$ cat config.mk
export PLATFORM = sky130hd
export DESIGN_NAME = wiper_pos_ctr
export DESIGN_NICKNAME = d
export VERILOG_FILES = /design/src/rtl/wpc_pkg.sv /design/src/rtl/wpc_step_ctl.sv /design/src/rtl/wpc_counter.sv /design/src/rtl/wpc_tap_dec.sv /design/src/rtl/wiper_pos_ctr.sv
export SDC_FILE = /design/constraint.sdc
export NUM_CORES = 1
export LEC_CHECK = 0
export BUFFER_PORTS_ARGS = -buffer_cell sky130_fd_sc_hd__clkbuf_2
export CAP_MARGIN = 0
export CELL_PAD_IN_SITES_DETAIL_PLACEMENT = 1
export CELL_PAD_IN_SITES_GLOBAL_PLACEMENT = 1
export CORE_MARGIN = 2
export CORE_UTILIZATION = 27
export CTS_CLUSTER_DIAMETER = 60
export DETAILED_ROUTE_END_ITERATION = 6
export HOLD_SLACK_MARGIN = 0.08
export PLACE_DENSITY_LB_ADDON = 0.1
export SLEW_MARGIN = 10
export SYNTH_ARGS = -nofsm -noshare
export SYNTH_HDL_FRONTEND = slang
export SYNTH_HIERARCHICAL = 1
export SYNTH_SLANG_ARGS = --single-unit
$ cat constraint.sdc
create_clock -name clk -period 5 [get_ports clk]
set_input_delay 0.5 -clock clk [delete_from_list [all_inputs] [get_ports clk]]
set_output_delay 0.5 -clock clk [all_outputs]
set_load 0.1 [all_outputs]
$ cat src/rtl/wpc_pkg.sv
package wpc_pkg;
  typedef enum logic [1:0] {
    STEP_NONE = 2'd0,
    STEP_UP   = 2'd1,
    STEP_DN   = 2'd2
  } step_cmd_e;
endpackage

$ cat src/rtl/wpc_step_ctl.sv
module wpc_step_ctl
  import wpc_pkg::*;
(
  input  logic      clk,
  input  logic      rst_n,
  input  logic      step_arm,
  input  logic      scl_rise,
  input  logic      scl_fall,
  input  logic      sda_lvl,
  input  logic      bus_start,
  input  logic      bus_stop,
  output logic      active,
  output step_cmd_e step_cmd
);
  logic pend_q;
  logic dir_q;
  logic cond;

  assign cond = bus_start | bus_stop;

  always_ff @(posedge clk) begin
    if (!rst_n) begin
      active <= 1'b0;
      pend_q <= 1'b0;
      dir_q  <= 1'b0;
    end else if (cond) begin
      active <= 1'b0;
      pend_q <= 1'b0;
    end else begin
      if (step_arm) active <= 1'b1;
      if (active && scl_rise) begin
        pend_q <= 1'b1;
        dir_q  <= sda_lvl;
      end else if (scl_fall) begin
        pend_q <= 1'b0;
      end
    end
  end

  always_comb begin
    step_cmd = STEP_NONE;
    if (active && pend_q && scl_fall && !cond)
      step_cmd = dir_q ? STEP_UP : STEP_DN;
  end


  cond_clear_chk: assert property (@(posedge clk) disable iff (!rst_n)
    (bus_start || bus_stop) |=> !active);

  arm_enter_chk: assert property (@(posedge clk) disable iff (!rst_n)
    (step_arm && !bus_start && !bus_stop) |=> active);

  idle_no_step_chk: assert property (@(posedge clk) disable iff (!rst_n)
    !active |-> (step_cmd == STEP_NONE));
endmodule

$ cat src/rtl/wpc_counter.sv
module wpc_counter
  import wpc_pkg::*;
#(
  parameter int CNT_W = 6
) (
  input  logic             clk,
  input  logic             rst_n,
  input  logic [CNT_W-1:0] recall_val,
  input  logic             wr_fire,
  input  logic [CNT_W-1:0] wr_val,
  input  logic             xfr_fire,
  input  logic [CNT_W-1:0] xfr_val,
  input  step_cmd_e        step_cmd,
  output logic [CNT_W-1:0] cnt
);
  localparam logic [CNT_W-1:0] CNT_MAX = {CNT_W{1'b1}};
  localparam logic [CNT_W-1:0] CNT_MIN = '0;

  always_ff @(posedge clk) begin
    if (!rst_n)                                     cnt <= recall_val;
    else if (wr_fire)                               cnt <= wr_val;
    else if (xfr_fire)                              cnt <= xfr_val;
    else if (step_cmd == STEP_UP && cnt != CNT_MAX) cnt <= cnt + 1'b1;
    else if (step_cmd == STEP_DN && cnt != CNT_MIN) cnt <= cnt - 1'b1;
  end


  host_load_chk: assert property (@(posedge clk) disable iff (!rst_n)
    wr_fire |=> cnt == $past(wr_val));

  xfr_over_step_chk: assert property (@(posedge clk) disable iff (!rst_n)
    (xfr_fire && !wr_fire) |=> cnt == $past(xfr_val));

  step_up_chk: assert property (@(posedge clk) disable iff (!rst_n)
    (!wr_fire && !xfr_fire && step_cmd == STEP_UP && cnt != CNT_MAX)
      |=> cnt == CNT_W'($past(cnt) + 1'b1));

  sat_top_chk: assert property (@(posedge clk) disable iff (!rst_n)
    (!wr_fire && !xfr_fire && step_cmd == STEP_UP && cnt == CNT_MAX)
      |=> cnt == CNT_MAX);

  sat_bot_chk: assert property (@(posedge clk) disable iff (!rst_n)
    (!wr_fire && !xfr_fire && step_cmd == STEP_DN && cnt == CNT_MIN)
      |=> cnt == CNT_MIN);
endmodule

$ cat src/rtl/wpc_tap_dec.sv
module wpc_tap_dec #(
  parameter int CNT_W = 6,
  localparam int NUM_TAPS = 1 << CNT_W
) (
  input  logic                clk,
  input  logic                rst_n,
  input  logic [CNT_W-1:0]    cnt,
  output logic [NUM_TAPS-1:0] tap
);
  for (genvar t = 0; t < NUM_TAPS; t++) begin : g_tap
    assign tap[t] = (cnt == CNT_W'(t));
  end


  tap_onehot_chk: assert property (@(posedge clk) disable iff (!rst_n)
    $countones(tap) == 1);

  tap_index_chk: assert property (@(posedge clk) disable iff (!rst_n)
    tap[cnt] == 1'b1);
endmodule

$ cat src/rtl/wiper_pos_ctr.sv
module wiper_pos_ctr
  import wpc_pkg::*;
#(
  parameter int CNT_W  = 6,
  parameter int NUM_DR = 4,
  localparam int SEL_W    = $clog2(NUM_DR),
  localparam int NUM_TAPS = 1 << CNT_W
) (
  input  logic                    clk,
  input  logic                    rst_n,
  input  logic [NUM_DR*CNT_W-1:0] dr_bank,
  input  logic                    wr_valid,
  output logic                    wr_ready,
  input  logic [CNT_W-1:0]        wr_data,
  input  logic                    xfr_valid,
  output logic                    xfr_ready,
  input  logic [SEL_W-1:0]        xfr_sel,
  input  logic                    step_arm,
  input  logic                    scl_rise,
  input  logic                    scl_fall,
  input  logic                    sda_lvl,
  input  logic                    bus_start,
  input  logic                    bus_stop,
  output logic                    step_active,
  output logic [CNT_W-1:0]        count,
  output logic [NUM_TAPS-1:0]     tap_sel
);
  logic [CNT_W-1:0] slot [NUM_DR];
  logic             ready_q;
  logic             wr_fire;
  logic             xfr_fire;
  step_cmd_e        step_cmd;

  for (genvar s = 0; s < NUM_DR; s++) begin : g_slot
    assign slot[s] = dr_bank[s*CNT_W +: CNT_W];
  end

  always_ff @(posedge clk) begin
    if (!rst_n) ready_q <= 1'b0;
    else        ready_q <= 1'b1;
  end

  assign wr_ready  = ready_q;
  assign xfr_ready = ready_q;
  assign wr_fire   = wr_valid & ready_q;
  assign xfr_fire  = xfr_valid & ready_q;

  wpc_step_ctl u_step (
    .clk      (clk),
    .rst_n    (rst_n),
    .step_arm (step_arm),
    .scl_rise (scl_rise),
    .scl_fall (scl_fall),
    .sda_lvl  (sda_lvl),
    .bus_start(bus_start),
    .bus_stop (bus_stop),
    .active   (step_active),
    .step_cmd (step_cmd)
  );

  wpc_counter #(.CNT_W(CNT_W)) u_cnt (
    .clk       (clk),
    .rst_n     (rst_n),
    .recall_val(slot[0]),
    .wr_fire   (wr_fire),
    .wr_val    (wr_data),
    .xfr_fire  (xfr_fire),
    .xfr_val   (slot[xfr_sel]),
    .step_cmd  (step_cmd),
    .cnt       (count)
  );

  wpc_tap_dec #(.CNT_W(CNT_W)) u_dec (
    .clk  (clk),
    .rst_n(rst_n),
    .cnt  (count),
    .tap  (tap_sel)
  );


  wr_over_xfr_chk: assert property (@(posedge clk) disable iff (!rst_n)
    (wr_fire && xfr_fire) |=> count == $past(wr_data));

  ready_hold_chk: assert property (@(posedge clk) disable iff (!rst_n)
    ready_q |=> ready_q);
endmodule

==> impl_results.md <==
- Status: finished clean
- First-pass GRT wire length: between 8000 and 9000 µm
- Gp weighted congestion: about 0.79
- Diode count: 0
- Placed cells: between 300 and 400
- Final worst setup slack: 2.27 ns
- Max cap viols: 0
- Final worst path period need: 2.73 ns
- Clk slew on worst S/H paths: roughly 0.05 ns
- Final antenna-violating net count: 0
- Data arrival time of the critical path: 2.80 ns
- Initial DRC Count: 66
- Global Route Usage Sum: 0.170
- Initial Util: 0.278
- Seq/Total Area, Yosys: 0.184
- Synthesized Nets: 238
- CP max FO: 20
- Average size of a mapped cell: between 7 and 8 µm²
- Htree depth: 1
- # setup viols final: 0
- Clk_lat worst skew: 0.24 ns
- R2R cell count: 9
- HPWL after DPL: 4000 µm
- Levels on crit path: 9
- Setup bufs post-CTS: 0
- Die H: 76.3 µm
- Synthesis-to-finish area growth: 45.3%
- Vias per cell: approximately 4.8
- Leakage Power: between 0.9 and 1 nW
- Area share of the largest cell type after synthesis: 0.189
- Top_reg_cell synth: edfxtp_1
- P per Cell Area: 263 mW/mm²
- Synth top area cells: nor2_1, edfxtp_1, mux4_2, dfxtp_1, nand4bb_1
- Via Count: 1,755
- Post-CTS Hold Buffers: 0
- F_max: 366 MHz
- Type of the tightest min-delay check: in2reg
- Ys Warns: 6
- Pre-antenna DRT Iters: 4
- Tightest Pin Transition: approximately 0.70 ns
- Number of synthesized flops with an enable pin: 6
- Antenna violations before repair: 0
- RSZ-0062 raised after global routing: false
- CP required: 5.07 ns
- Worst VDD drop: 0.110 mV
- Non-filler cells, final: ~360
- Max stage delay cell, worst path: edfxtp_1
- CTS tree: yes
- Vias in the first global route: 1,689
- PortBufs: roughly 110
- Layout cells sized above 1: 0.454
- Final Hold Viols: 0
- Final WL: roughly 5100 µm
- Synth Cell Area: roughly 0.0014 mm²
- Cts repair resizes: 0
- Synth area leader: nor2_1
- Top cell family by delay on the critical path: compound AO/OA/AOI/OAI gates
- Commonest cells post-synth: nor2_1, clkbuf_1, nand2_1
- Final Max Tran Viols: 0
- Post-Route Setup TNS: 0 ns
- WP buf/inv: 0
- Pin count of the biggest net entering global routing: 21
- Critical path's largest stage delay: roughly 0.7 ns
- Grt total ovfl: 0
- Row count: 26
- Post-route clock skew: 0.000673 ns
- Yosys cell types: 45
- Core footprint: about 0.005 mm²
- Root buf cell: clkbuf_8
- Relative slew slack: 0.531
- Pre-CTS setup slack: a little over 2 ns
- Synth async-reset ratio: 0
- Cell with the most instances after synthesis: nor2_1
- Clock sinks: 10
- Drt drc: 0
- Final period utilization: 0.546
- Cells after synthesis: 191
- CP Launch Type: register
- Number of I/O pins: ~120
- Worst hold path depth: 2
- Die Wd: roughly 76 µm
- Average wire per standard cell: ~14 µm
- Die area: 0.00583 mm²
- Critical path, cell by cell: and4_1 > nand3_1 > nand2_1 > ha_1 > a211oi_2 > o21bai_1 > a21oi_2 > xnor2_1 > a221oi_2
- Post-synthesis register bit count: 10
- Fin nets: 341
- Largest buffer count on any clock path: 2
- Setup CP Type: reg2reg
- CTS Buf Count: 3
- CP endpoint kind: register
[path summary, 6_finish.rpt]
| kind | start | end | slack (ns) |
|---|---|---|---|
| worst max-delay path | u_cnt/cnt[4] | u_cnt/cnt[5] | 2.27 |
| worst min-delay path | bus_start | u_step/pend_q | 0.48 |
| worst max register to register | u_cnt/cnt[4] | u_cnt/cnt[5] | 2.27 |
| worst min register to register | u_step/dir_q | u_step/dir_q | 0.49 |
[cell usage in the layout, fill, tap and decap left out, drive strengths merged, types with 2 or more instances in the layout]
cell type and n:
or4b 4, xnor2 3, mux2i 3, or4 2, o21ai 7, nand2 10, a221oi 2, o21bai 2
nand4b 4, ha 4, inv 5, nand2b 5, mux4 6, nor2 71, edfxtp 6, and2 2
nand4bb 6, dfxtp 4, clkbuf 118, o211ai 2, a21oi 7, and4bb 2
[metal layers]
layer | GRT usage | part of all wire | up-vias
li1 | - | - | 877
met1 | 0.208 | 0.44 | 803
met2 | 0.312 | 0.49 | 72
met3 | 0.0284 | 0.062 | 3
met4 | 0.0327 | 0.0061 | 0
met5 | 0 | 0 | -
[cell type report]
type / instances / area, µm²
Clock buffer: 4 / 55.1
Fill cell: 695 / 3020
Inverter: 5 / 18.8
Multi-Input combinational cell: 160 / 1060
Sequential cell: 10 / 260
Tap cell: 70 / 87.6
Timing Repair Buffer: 114 / 571
[stage by stage]
stage / hold WS (ns) / instance area, µm² / total power, mW / util
6_report: 0.484 / 2050 / 0.541 / 0.405
5_1_grt: 0.497 / 2050 / 0.569 / 0.405
3_3_place_gp: 0.472 / 2000 / 0.439 / 0.394
3_5_place_dp: 0.485 / 2000 / 0.441 / 0.394
2_1_floorplan: 0.439 / 1410 / 0.378 / -
4_1_cts: 0.477 / 2050 / 0.548 / 0.405
[worst register-to-register path, cell delays in order (launching register included)]
cell	delay [ns]
edfxtp_1	0.70
and4_1	0.28
nand3_1	0.10
nand2_1	0.25
ha_1	0.28
a211oi_2	0.29
o21bai_1	0.14
a21oi_2	0.16
xnor2_1	0.10
a221oi_2	0.24
[sequential cells by signal (all words and copies together) (netlist names)]
signal	flops
wr_ready	1
u_cnt/cnt	6
u_step/pend_q	1
u_step/dir_q	1
u_step/active	1
[cell families (layout without fill, tap and decap cells)]
| logic type | after synthesis | after routing | synth area share |
|---|---|---|---|
| AND/OR/NAND/NOR | 115 | 115 | 0.419 |
| AO/OA/AOI/OAI | 26 | 26 | 0.133 |
| flip-flops | 10 | 10 | 0.184 |
| buffers and inverters | 21 | 123 | 0.0647 |
| adder cells (fa/ha/maj) | 5 | 5 | 0.0496 |
| multiplexers | 10 | 10 | 0.125 |
| XOR/XNOR | 4 | 4 | 0.0248 |
[power breakdown]
| group | switching (mW) | internal (mW) | total [mW] |
|---|---|---|---|
| registers | 0.0289 | 0.0978 | 0.127 |
| clock network | 0.0340 | 0.0694 | 0.103 |
| logic | 0.237 | 0.0741 | 0.311 |
Note: power is estimated with default switching activity, not from simulation.
